[src/rtl/pslcd_pkg.sv]
package pslcd_pkg;

    typedef enum logic [1:0] {
        ST_LEAD,
        ST_ACTIVE,
        ST_BLANK,
        ST_LPULSE
    } line_state_t;

    // Segment lengths and event offsets, all in Ts
    localparam int LEAD_TS     = 52;
    localparam int LPULSE_TS   = 9;
    localparam int OVERHEAD_TS = 33;
    localparam int FRAME_OFS   = 14;
    localparam int MOD_OFS     = 34;
    localparam int HN_MIN      = 3;
    localparam int BLANK_TRIM  = LEAD_TS + LPULSE_TS - OVERHEAD_TS;

endpackage

[src/rtl/pslcd_ts_div.sv]
module pslcd_ts_div #(
    parameter int DIV_W = 2
) (
    input  logic             clk,
    input  logic             rst,
    input  logic [DIV_W-1:0] div_sel,
    output logic             ts_en
);

    logic [DIV_W-1:0] div_cnt;

    always_ff @(posedge clk) begin
        if (rst) begin
            div_cnt <= '0;
        end else if (div_cnt >= div_sel) begin
            div_cnt <= '0;
        end else begin
            div_cnt <= div_cnt + 1'b1;
        end
    end

    assign ts_en = !rst && (div_cnt >= div_sel);

    // a slot strobe is never followed directly by another unless dividing by one
    AST_TS_GAP: assert property (@(posedge clk) disable iff (rst)
        (ts_en && div_sel != '0) |=> (!ts_en || div_sel == '0));

endmodule

[src/rtl/pslcd_line_fsm.sv]
module pslcd_line_fsm
    import pslcd_pkg::*;
#(
    parameter int HD_W  = 7,
    parameter int HN_W  = 5,
    parameter int VD_W  = 9,
    parameter int CNT_W = 11
) (
    input  logic             clk,
    input  logic             rst,
    input  logic             ts_en,
    input  logic [HD_W-1:0]  hdisp,
    input  logic [HN_W-1:0]  hblank,
    input  logic [VD_W-1:0]  vlines,
    output line_state_t      state,
    output logic [CNT_W-1:0] seg_cnt,
    output logic [VD_W-1:0]  vcnt
);

    logic [HN_W-1:0]  hn_eff;
    logic [CNT_W-1:0] act_last;
    logic [CNT_W-1:0] blank_last;
    logic [CNT_W-1:0] seg_last;
    logic             seg_end;
    line_state_t      st_nxt;

    always_comb begin
        hn_eff     = (hblank < HN_W'(HN_MIN)) ? HN_W'(HN_MIN) : hblank;
        act_last   = ((CNT_W'(hdisp) + 1'b1) << 3) - 1'b1;
        blank_last = ((CNT_W'(hn_eff) + 1'b1) << 3) - CNT_W'(BLANK_TRIM) - 1'b1;
    end

    always_comb begin
        unique case (state)
            ST_LEAD:   begin seg_last = CNT_W'(LEAD_TS - 1);   st_nxt = ST_ACTIVE; end
            ST_ACTIVE: begin seg_last = act_last;              st_nxt = ST_BLANK;  end
            ST_BLANK:  begin seg_last = blank_last;            st_nxt = ST_LPULSE; end
            ST_LPULSE: begin seg_last = CNT_W'(LPULSE_TS - 1); st_nxt = ST_LEAD;   end
            default:   begin seg_last = '0;                    st_nxt = ST_LEAD;   end
        endcase
    end

    assign seg_end = (seg_cnt == seg_last);

    always_ff @(posedge clk) begin
        if (rst) begin
            state   <= ST_LEAD;
            seg_cnt <= '0;
            vcnt    <= '0;
        end else if (ts_en) begin
            if (seg_end) begin
                state   <= st_nxt;
                seg_cnt <= '0;
                if (state == ST_LPULSE) begin
                    vcnt <= (vcnt >= vlines) ? '0 : vcnt + 1'b1;
                end
            end else begin
                seg_cnt <= seg_cnt + 1'b1;
            end
        end
    end

    AST_LPULSE_LEN: assert property (@(posedge clk) disable iff (rst)
        (state == ST_LPULSE) |-> (seg_cnt < CNT_W'(LPULSE_TS)));

    AST_BLANK_EXIT: assert property (@(posedge clk) disable iff (rst)
        ($past(state) == ST_BLANK && state != ST_BLANK) |-> (state == ST_LPULSE));

    AST_LEAD_LEN: assert property (@(posedge clk) disable iff (rst)
        (state == ST_LEAD) |-> (seg_cnt < CNT_W'(LEAD_TS)));

endmodule

[src/rtl/pslcd_out.sv]
module pslcd_out
    import pslcd_pkg::*;
#(
    parameter int VD_W  = 9,
    parameter int CNT_W = 11,
    parameter int PIX_W = 8
) (
    input  logic             clk,
    input  logic             rst,
    input  logic             ts_en,
    input  line_state_t      state,
    input  logic [CNT_W-1:0] seg_cnt,
    input  logic [VD_W-1:0]  vcnt,
    input  logic [PIX_W-1:0] pix_data,
    input  logic             pix_valid,
    output logic             pix_ready,
    output logic             frame_q,
    output logic             line_q,
    output logic             shift_q,
    output logic             mod_q,
    output logic [PIX_W-1:0] data_q,
    output logic             underrun_q
);

    logic take_slot;
    logic at_frame_pt;
    logic at_mod_pt;

    assign take_slot   = ts_en && (state == ST_ACTIVE) && seg_cnt[0];
    assign at_frame_pt = (state == ST_LEAD) && (seg_cnt == CNT_W'(FRAME_OFS));
    assign at_mod_pt   = (state == ST_LEAD) && (seg_cnt == CNT_W'(MOD_OFS)) && (vcnt == '0);
    assign pix_ready   = take_slot;

    always_ff @(posedge clk) begin
        if (rst) begin
            frame_q    <= 1'b0;
            line_q     <= 1'b0;
            shift_q    <= 1'b0;
            mod_q      <= 1'b0;
            data_q     <= '0;
            underrun_q <= 1'b0;
        end else if (ts_en) begin
            line_q  <= (state == ST_LPULSE);
            shift_q <= (state == ST_ACTIVE) && seg_cnt[0];
            if (at_frame_pt) begin
                frame_q <= (vcnt == '0);
            end
            if (at_mod_pt) begin
                mod_q <= ~mod_q;
            end
            if (take_slot) begin
                data_q <= pix_valid ? pix_data : '0;
                if (!pix_valid) begin
                    underrun_q <= 1'b1;
                end
            end else if (state == ST_LPULSE) begin
                data_q <= '0;
            end
        end
    end

    AST_READY_SHIFT_LOW: assert property (@(posedge clk) disable iff (rst)
        pix_ready |-> !shift_q);

    AST_SHIFT_IDLE_PULSE: assert property (@(posedge clk) disable iff (rst)
        line_q |-> !shift_q);

    AST_DATA_HOLD_FALL: assert property (@(posedge clk) disable iff (rst)
        $fell(shift_q) |-> $stable(data_q));

    AST_UNDERRUN_STICKY: assert property (@(posedge clk) disable iff (rst)
        $past(underrun_q) |-> underrun_q);

    AST_MOD_IN_FRAME: assert property (@(posedge clk) disable iff (rst)
        ($rose(mod_q) || $fell(mod_q)) |-> frame_q);

endmodule

[src/rtl/pslcd_timing.sv]
module pslcd_timing
    import pslcd_pkg::*;
#(
    parameter int DIV_W = 2,
    parameter int HD_W  = 7,
    parameter int HN_W  = 5,
    parameter int VD_W  = 9,
    parameter int PIX_W = 8
) (
    input  logic             clk,
    input  logic             rst,
    input  logic [DIV_W-1:0] cfg_div_sel,
    input  logic [HD_W-1:0]  cfg_hdisp,
    input  logic [HN_W-1:0]  cfg_hblank,
    input  logic [VD_W-1:0]  cfg_vlines,
    input  logic [PIX_W-1:0] pix_data,
    input  logic             pix_valid,
    output logic             pix_ready,
    output logic             lcd_frame,
    output logic             lcd_line,
    output logic             lcd_shift,
    output logic             lcd_mod,
    output logic [PIX_W/2-1:0] lcd_dup,
    output logic [PIX_W/2-1:0] lcd_dlo,
    output logic             underrun
);

    localparam int NIB_W = PIX_W / 2;
    localparam int CNT_W = ((HD_W > HN_W) ? HD_W : HN_W) + 4;

    logic             ts_en;
    line_state_t      state;
    logic [CNT_W-1:0] seg_cnt;
    logic [VD_W-1:0]  vcnt;
    logic [PIX_W-1:0] data_q;

    pslcd_ts_div #(.DIV_W(DIV_W)) u_div (
        .clk     (clk),
        .rst     (rst),
        .div_sel (cfg_div_sel),
        .ts_en   (ts_en)
    );

    pslcd_line_fsm #(
        .HD_W  (HD_W),
        .HN_W  (HN_W),
        .VD_W  (VD_W),
        .CNT_W (CNT_W)
    ) u_fsm (
        .clk     (clk),
        .rst     (rst),
        .ts_en   (ts_en),
        .hdisp   (cfg_hdisp),
        .hblank  (cfg_hblank),
        .vlines  (cfg_vlines),
        .state   (state),
        .seg_cnt (seg_cnt),
        .vcnt    (vcnt)
    );

    pslcd_out #(
        .VD_W  (VD_W),
        .CNT_W (CNT_W),
        .PIX_W (PIX_W)
    ) u_out (
        .clk        (clk),
        .rst        (rst),
        .ts_en      (ts_en),
        .state      (state),
        .seg_cnt    (seg_cnt),
        .vcnt       (vcnt),
        .pix_data   (pix_data),
        .pix_valid  (pix_valid),
        .pix_ready  (pix_ready),
        .frame_q    (lcd_frame),
        .line_q     (lcd_line),
        .shift_q    (lcd_shift),
        .mod_q      (lcd_mod),
        .data_q     (data_q),
        .underrun_q (underrun)
    );

    assign lcd_dup = data_q[PIX_W-1:NIB_W];
    assign lcd_dlo = data_q[NIB_W-1:0];

endmodule

[config.mk]
export PLATFORM = sky130hd
export DESIGN_NAME = pslcd_timing
export DESIGN_NICKNAME = d
export VERILOG_FILES = /design/src/rtl/pslcd_pkg.sv /design/src/rtl/pslcd_ts_div.sv /design/src/rtl/pslcd_line_fsm.sv /design/src/rtl/pslcd_out.sv /design/src/rtl/pslcd_timing.sv
export SDC_FILE = /design/constraint.sdc
export NUM_CORES = 1
export LEC_CHECK = 0
export BUFFER_PORTS_ARGS = -buffer_cell sky130_fd_sc_hd__buf_4
export CAP_MARGIN = 10
export CORE_MARGIN = 2
export CORE_UTILIZATION = 43
export DETAILED_ROUTE_END_ITERATION = 8
export HOLD_SLACK_MARGIN = 0.12
export PLACE_DENSITY_LB_ADDON = 0.2
export SKIP_LAST_GASP = 1
export SLEW_MARGIN = 25
export SYNTH_ARGS = -nofsm -noshare
export SYNTH_HDL_FRONTEND = slang
export SYNTH_SLANG_ARGS = --single-unit
[constraint.sdc]
create_clock -name clk -period 4.9 [get_ports clk]
set_input_delay 0.245 -clock clk [delete_from_list [all_inputs] [get_ports clk]]
set_output_delay 0.245 -clock clk [all_outputs]
set_load 0.02 [all_outputs]
-- Yosys cells after proc, flatten, opt, wreduce, memory -nomap -nowiden
Index checks and enable logic that the tools add are counted.
W data, S select, Z words.
- mux-type cells: 8
- bitwise operators: 2
- equality and inequality tests: 6
- add/subtract/negate cells: 8
- reduce and logical (&&, ||, !) cells: 18
- order comparisons: 3
- operator list (operator ; count):
    $pmux W11 S4 ; 1
    $mux W8 ; 3
    $sub A11 B1 Y11 const B ; 2
    $add A11 B1 Y11 const B ; 1
    $eq A11 B11 Y1 ; 1
    $eq A11 B4 Y1 const B ; 1
    $eq A11 B6 Y1 const B ; 1
    $mux W11 ; 1
    $sub A11 B5 Y11 const B ; 1
    $add A9 B1 Y9 const B ; 1
    $ge A9 B9 Y1 ; 1
    $logic_not A9 Y1 ; 1
    $mux W9 ; 1
    $add A7 B1 Y8 const B ; 1
    $pmux W2 S4 ; 1
    $reduce_and A2 Y1 ; 4
    $logic_and A1 B1 Y1 ; 7
    $add A5 B1 Y6 const B ; 1
    $reduce_and A3 Y1 ; 2
    $lt A5 B2 Y1 const B ; 1
    $mux W5 ; 1
    $eq A2 B2 Y1 const B ; 2
    $add A2 B1 Y2 const B ; 1
    $eq A2 B1 Y1 const B ; 1
    other kinds (6) ; 7
- input bits: 34
- output and inout port bits: 14
- flip-flop bits (word level): 37

-- Logic depth before layout (Yosys ltp)
- word-level depth: 8
- mapped depth: 14
- gate-level depth less buffers: 13

-- By module
From an unflattened synthesis, not the netlist that was laid out.
- cell total of the unflattened synthesis: 354
- area total of the unflattened synthesis: 2869.0 sq um
- modules (own cells, without submodules) (module ; sequential area each (sq um) ; times used ; cells each ; area each (sq um)):
    pslcd_line_fsm ; 440.4 ; 1 ; 282 ; 2198.4
    pslcd_out ; 260.2 ; 1 ; 60 ; 545.5
    pslcd_ts_div ; 40.0 ; 1 ; 12 ; 125.1

-- Least setup slack after synthesis
No wires, ideal clock.
- kind: in2reg
- start: in cfg_hblank[4]
- end: reg u_fsm.state[1]
- setup time: 0.123 ns
- data required time: 4.777 ns
- setup slack: 1.894 ns
- data arrival time: 2.883 ns
- stages on the path: 13
- path buffers: 0
- cells stage by stage: nor3_1 > or2_2 > ha_1 > xnor2_1 > ha_1 > or3b_1 > and4_1 > o21ai_0 > o2111a_1 > o311a_1 > and2_1 > and3_1 > mux2_1
- word-level cells in the longest chain between the ends: 8
- ends and longest elaborated chain (element ; line ; source):
    start, declared ; pslcd_timing.sv:14 ; input logic [HN_W-1:0] cfg_hblank,
    $lt A5 B2 Y1 ; pslcd_line_fsm.sv:28 ; hn_eff = (hblank < HN_W'(HN_MIN)) ? HN_W'(HN_MIN) : hblank;
    $mux W5 * ; pslcd_line_fsm.sv:28 ;
    $add A5 B1 Y6 * ; pslcd_line_fsm.sv:30 ; blank_last = ((CNT_W'(hn_eff) + 1'b1) << 3) - CNT_W'(BLANK_TRIM) - 1'b1;
    $sub A11 B5 Y11 * ; pslcd_line_fsm.sv:30 ;
    $sub A11 B1 Y11 * ; pslcd_line_fsm.sv:30 ;
    $pmux W11 S4 * ; pslcd_line_fsm.sv:34 ; unique case (state)
    $eq A11 B11 Y1 * ; pslcd_line_fsm.sv:43 ; assign seg_end = (seg_cnt == seg_last);
    $reduce_and A2 Y1 (no source line) * ; -- ;
    end signal, assigned ; pslcd_line_fsm.sv:52 ; state <= st_nxt;
    end, declared ; pslcd_line_fsm.sv:15 ; output line_state_t state,
Mark *: on every way between the ends. The rest lies on a longest branch, timed or not.
A chain may end at the register's enable or synchronous reset.

-- Final worst setup path
- start: in cfg_hblank[4]
- end: reg u_fsm.vcnt[2]
- word-level cells in the longest chain between the ends: 8
- ends and longest elaborated chain (element ; line ; source):
    $lt A5 B2 Y1 ; pslcd_line_fsm.sv:28 ;
    $mux W5 * ; pslcd_line_fsm.sv:28 ;
    $add A5 B1 Y6 * ; pslcd_line_fsm.sv:30 ;
    $sub A11 B5 Y11 * ; pslcd_line_fsm.sv:30 ;
    $sub A11 B1 Y11 * ; pslcd_line_fsm.sv:30 ;
    $pmux W11 S4 * ; pslcd_line_fsm.sv:34 ;
    $eq A11 B11 Y1 * ; pslcd_line_fsm.sv:43 ;
    $reduce_and A3 Y1 (no source line) * ; -- ;
    end signal, assigned ; pslcd_line_fsm.sv:55 ; vcnt <= (vcnt >= vlines) ? '0 : vcnt + 1'b1;
    end, declared ; pslcd_line_fsm.sv:17 ; output logic [VD_W-1:0] vcnt
Marks and branches as above.

==> impl_metrics.env <==
export IMPL_area_growth_pct=15.9
export IMPL_grt_max_degree=39
export IMPL_dieArea_mm2=0.00730
export IMPL_antenna_found_initial=0
export IMPL_setup_total_negative_slack_ns=0
export IMPL_drt_wl_total_mm=6.64
export IMPL_drive_gt1_share_pct=15.3
export IMPL_cts_tree="yes"
export IMPL_synthTopCellsByArea="dfxtp_1, ha_1, nor2_1"
export IMPL_synth_top_area_cell="dfxtp_1"
export IMPL_period_minus_slack_ns=3.41
export IMPL_io_pins=48
export IMPL_r2r_start="u_div.div_cnt[0]"
export IMPL_clock_fmax_mhz=293
export IMPL_synth_common_cells="nor2_1, dfxtp_1, inv_1"
export IMPL_hold_depth=3
export IMPL_dr_pass1_iters=4
export IMPL_clk_latency_ns=0.28
export IMPL_critical_path_peak_fanout=12
export IMPL_gp_congestion=0.851
export IMPL_hold_end="u_out.data_q[7]"
export IMPL_overflow=0
export IMPL_clk_pin_slew_worst_paths_ns=0.07
export IMPL_end_kind="flip-flop"
export IMPL_layout_nets=460
export IMPL_ir_drop_uv=161
export IMPL_synthFlopType="dfxtp_1"
export IMPL_port_buffers=47
export IMPL_cts_hold_buf=0
export IMPL_antenna_cells=0
export IMPL_maxSlewViolCount=0
export IMPL_cp_start_kind="primary input"
export IMPL_powerDensity_mw_per_mm2=189
export IMPL_rsz0062_at_grt="no"
export IMPL_syn_nets=423
export IMPL_cp_arrival_ns=3.61
export IMPL_report_final_hold_viol_count=0
export IMPL_cts_root_buf="clkbuf_8"
export IMPL_clockBufferDepth=2
export IMPL_yosys_warnings=0
export IMPL_clock_sinks=37
export IMPL_grt_pass1_vias=2610
export IMPL_hold_class="in -> reg"
export IMPL_ff2ff_path_depth=10
export IMPL_synth_cells=366
export IMPL_wl_per_cell_um=13.8
export IMPL_clock_skew_ns=0.00430
export IMPL_grt_pass1_wl_mm=11.6
export IMPL_antenna_left=0
export IMPL_num_vias=2751
export IMPL_synth_top_area_share_pct=26.0
export IMPL_fin_area_mm2=0.00330
export IMPL_critPathKind="in -> reg"
export IMPL_min_period_over_period_pct=69.7
export IMPL_cts_resized=0
export IMPL_relSlewSlack_pct=43.5
export IMPL_placed_area_mm2=0.00322
export IMPL_power_total_mw=0.624
export IMPL_ys_ff_latch=37
export IMPL_synth_distinct_cells=55
export IMPL_syn_area_mm2=0.00285
export IMPL_synth_most_common_cell="nor2_1"
export IMPL_max_cap_violations=0
export IMPL_h_tree_depth=2
export IMPL_required_ns=5.10
export IMPL_rows=29
export IMPL_die_y_um=85.4
export IMPL_setup_violations=0
export IMPL_hpwl_mm=5.06
export IMPL_synth_area_per_cell_um2=7.79
export IMPL_drt_first_iter_violations=145
export IMPL_yosysSeqAreaShare_pct=26.0
export IMPL_cts_setup_buffers=0
export IMPL_rrSetupSlack_ns=1.65
export IMPL_via_per_inst=5.72
export IMPL_post_route_util_pct=51.7
export IMPL_grt_usage_pct=19.2
export IMPL_worst_pin_slew_ns=0.845
export IMPL_drcViolationCount=0
export IMPL_initial_core_util_pct=44.6
export IMPL_reg2reg_to="u_fsm.vcnt[2]"
export IMPL_cts_buffers=5
export IMPL_p_leak_nw=1.38
export IMPL_core_area_mm2=0.00639
export IMPL_worstHoldStart="pix_data[7]"
export IMPL_synthArstFlopShare_pct=0
export IMPL_die_width_um=85.4
export IMPL_synth_edf_count=0
export IMPL_hold_slack_ns=0.208
export IMPL_outcome="finished clean"
critical path: stages:
cell      delay (ns)
buf_4           0.13
nor3_1          0.27
or2_2           0.16
ha_1            0.24
xnor2_1         0.18
ha_1            0.27
or3b_1          0.42
and4_1          0.23
o21ai_0         0.07
o2111a_1        0.19
o311a_1         0.17
nand4_1         0.37
or2_1           0.46
o41ai_2         0.21
where the power goes:
part           total (mW)  leakage (nW)  internal (mW)  switching (mW)
clock               0.202        0.0450         0.0985           0.104
sequential          0.317         0.299          0.307          0.0108
combinational       0.105          1.04         0.0481          0.0565
total               0.624          1.38          0.453           0.171
layout by cell type (no fill, tap or decap), drive strengths merged, types with 13 or more instances in the layout:
master  synthesis  layout
dfxtp          37      37
nor2           47      47
buf             4      47
nand3          20      20
nand2          16      16
inv            24      24
xor2           13      13
or3            13      13
ha             23      23
o21ai          14      14
a21oi          18      18
layout make-up:
type,count,area [um2]
Clock inverter,2,10.0
Sequential cell,37,741
Inverter,24,90.1
Timing Repair Buffer,47,353
Clock buffer,6,72.6
Tap cell,77,96.3
Multi-Input combinational cell,288,1940
Fill cell,638,3080
logic make-up (layout without fill, tap and decap cells):
logic type / count (synthesis) / after routing / share of synthesized area [%]
compound gates: 74 / 74 / 18.7
xor+xnor: 21 / 21 / 6.45
fa+ha+maj: 23 / 23 / 10.1
buf+inv: 41 / 79 / 5.88
flops: 37 / 37 / 26.0
mux: 7 / 7 / 2.50
simple gates: 163 / 163 / 30.4
through the flow:
step                      worst slack [ns]  instances
after detailed placement              1.19        473
final                                 1.49        481
after global routing                  1.16        481
after global placement                1.28        473
after CTS                             1.50        481
after floorplan                       1.89        366
flip-flops by register name, indices dropped and copies added (netlist names):
register,count
u_div.div_cnt,2
u_fsm.seg_cnt,11
u_fsm.state,2
u_fsm.vcnt,9
u_out.data_q,8
u_out.frame_q,1
u_out.line_q,1
u_out.mod_q,1
u_out.shift_q,1
u_out.underrun_q,1
routing by layer:
layer	vias to the layer above	global-route usage (%)	share of wire, %
li1	1386	-	-
met1	1268	25.2	46
met2	89	32.2	47
met3	8	3.79	6.6
met4	0	4.91	1.1
met5	-	0	0
worst max-delay path by stage:
stage	startpoint	to	depth (start not counted)
finish	cfg_hblank[4]	u_fsm.vcnt[2]	14
CTS	cfg_hblank[4]	u_fsm.vcnt[2]	14
floorplan	cfg_hblank[4]	u_fsm.state[1]	13
global placement	cfg_hblank[4]	u_fsm.vcnt[2]	14
detailed placement	cfg_hblank[4]	u_fsm.vcnt[2]	14
global route	cfg_hblank[4]	u_fsm.vcnt[2]	13
Power figures use the tool's default switching activity.
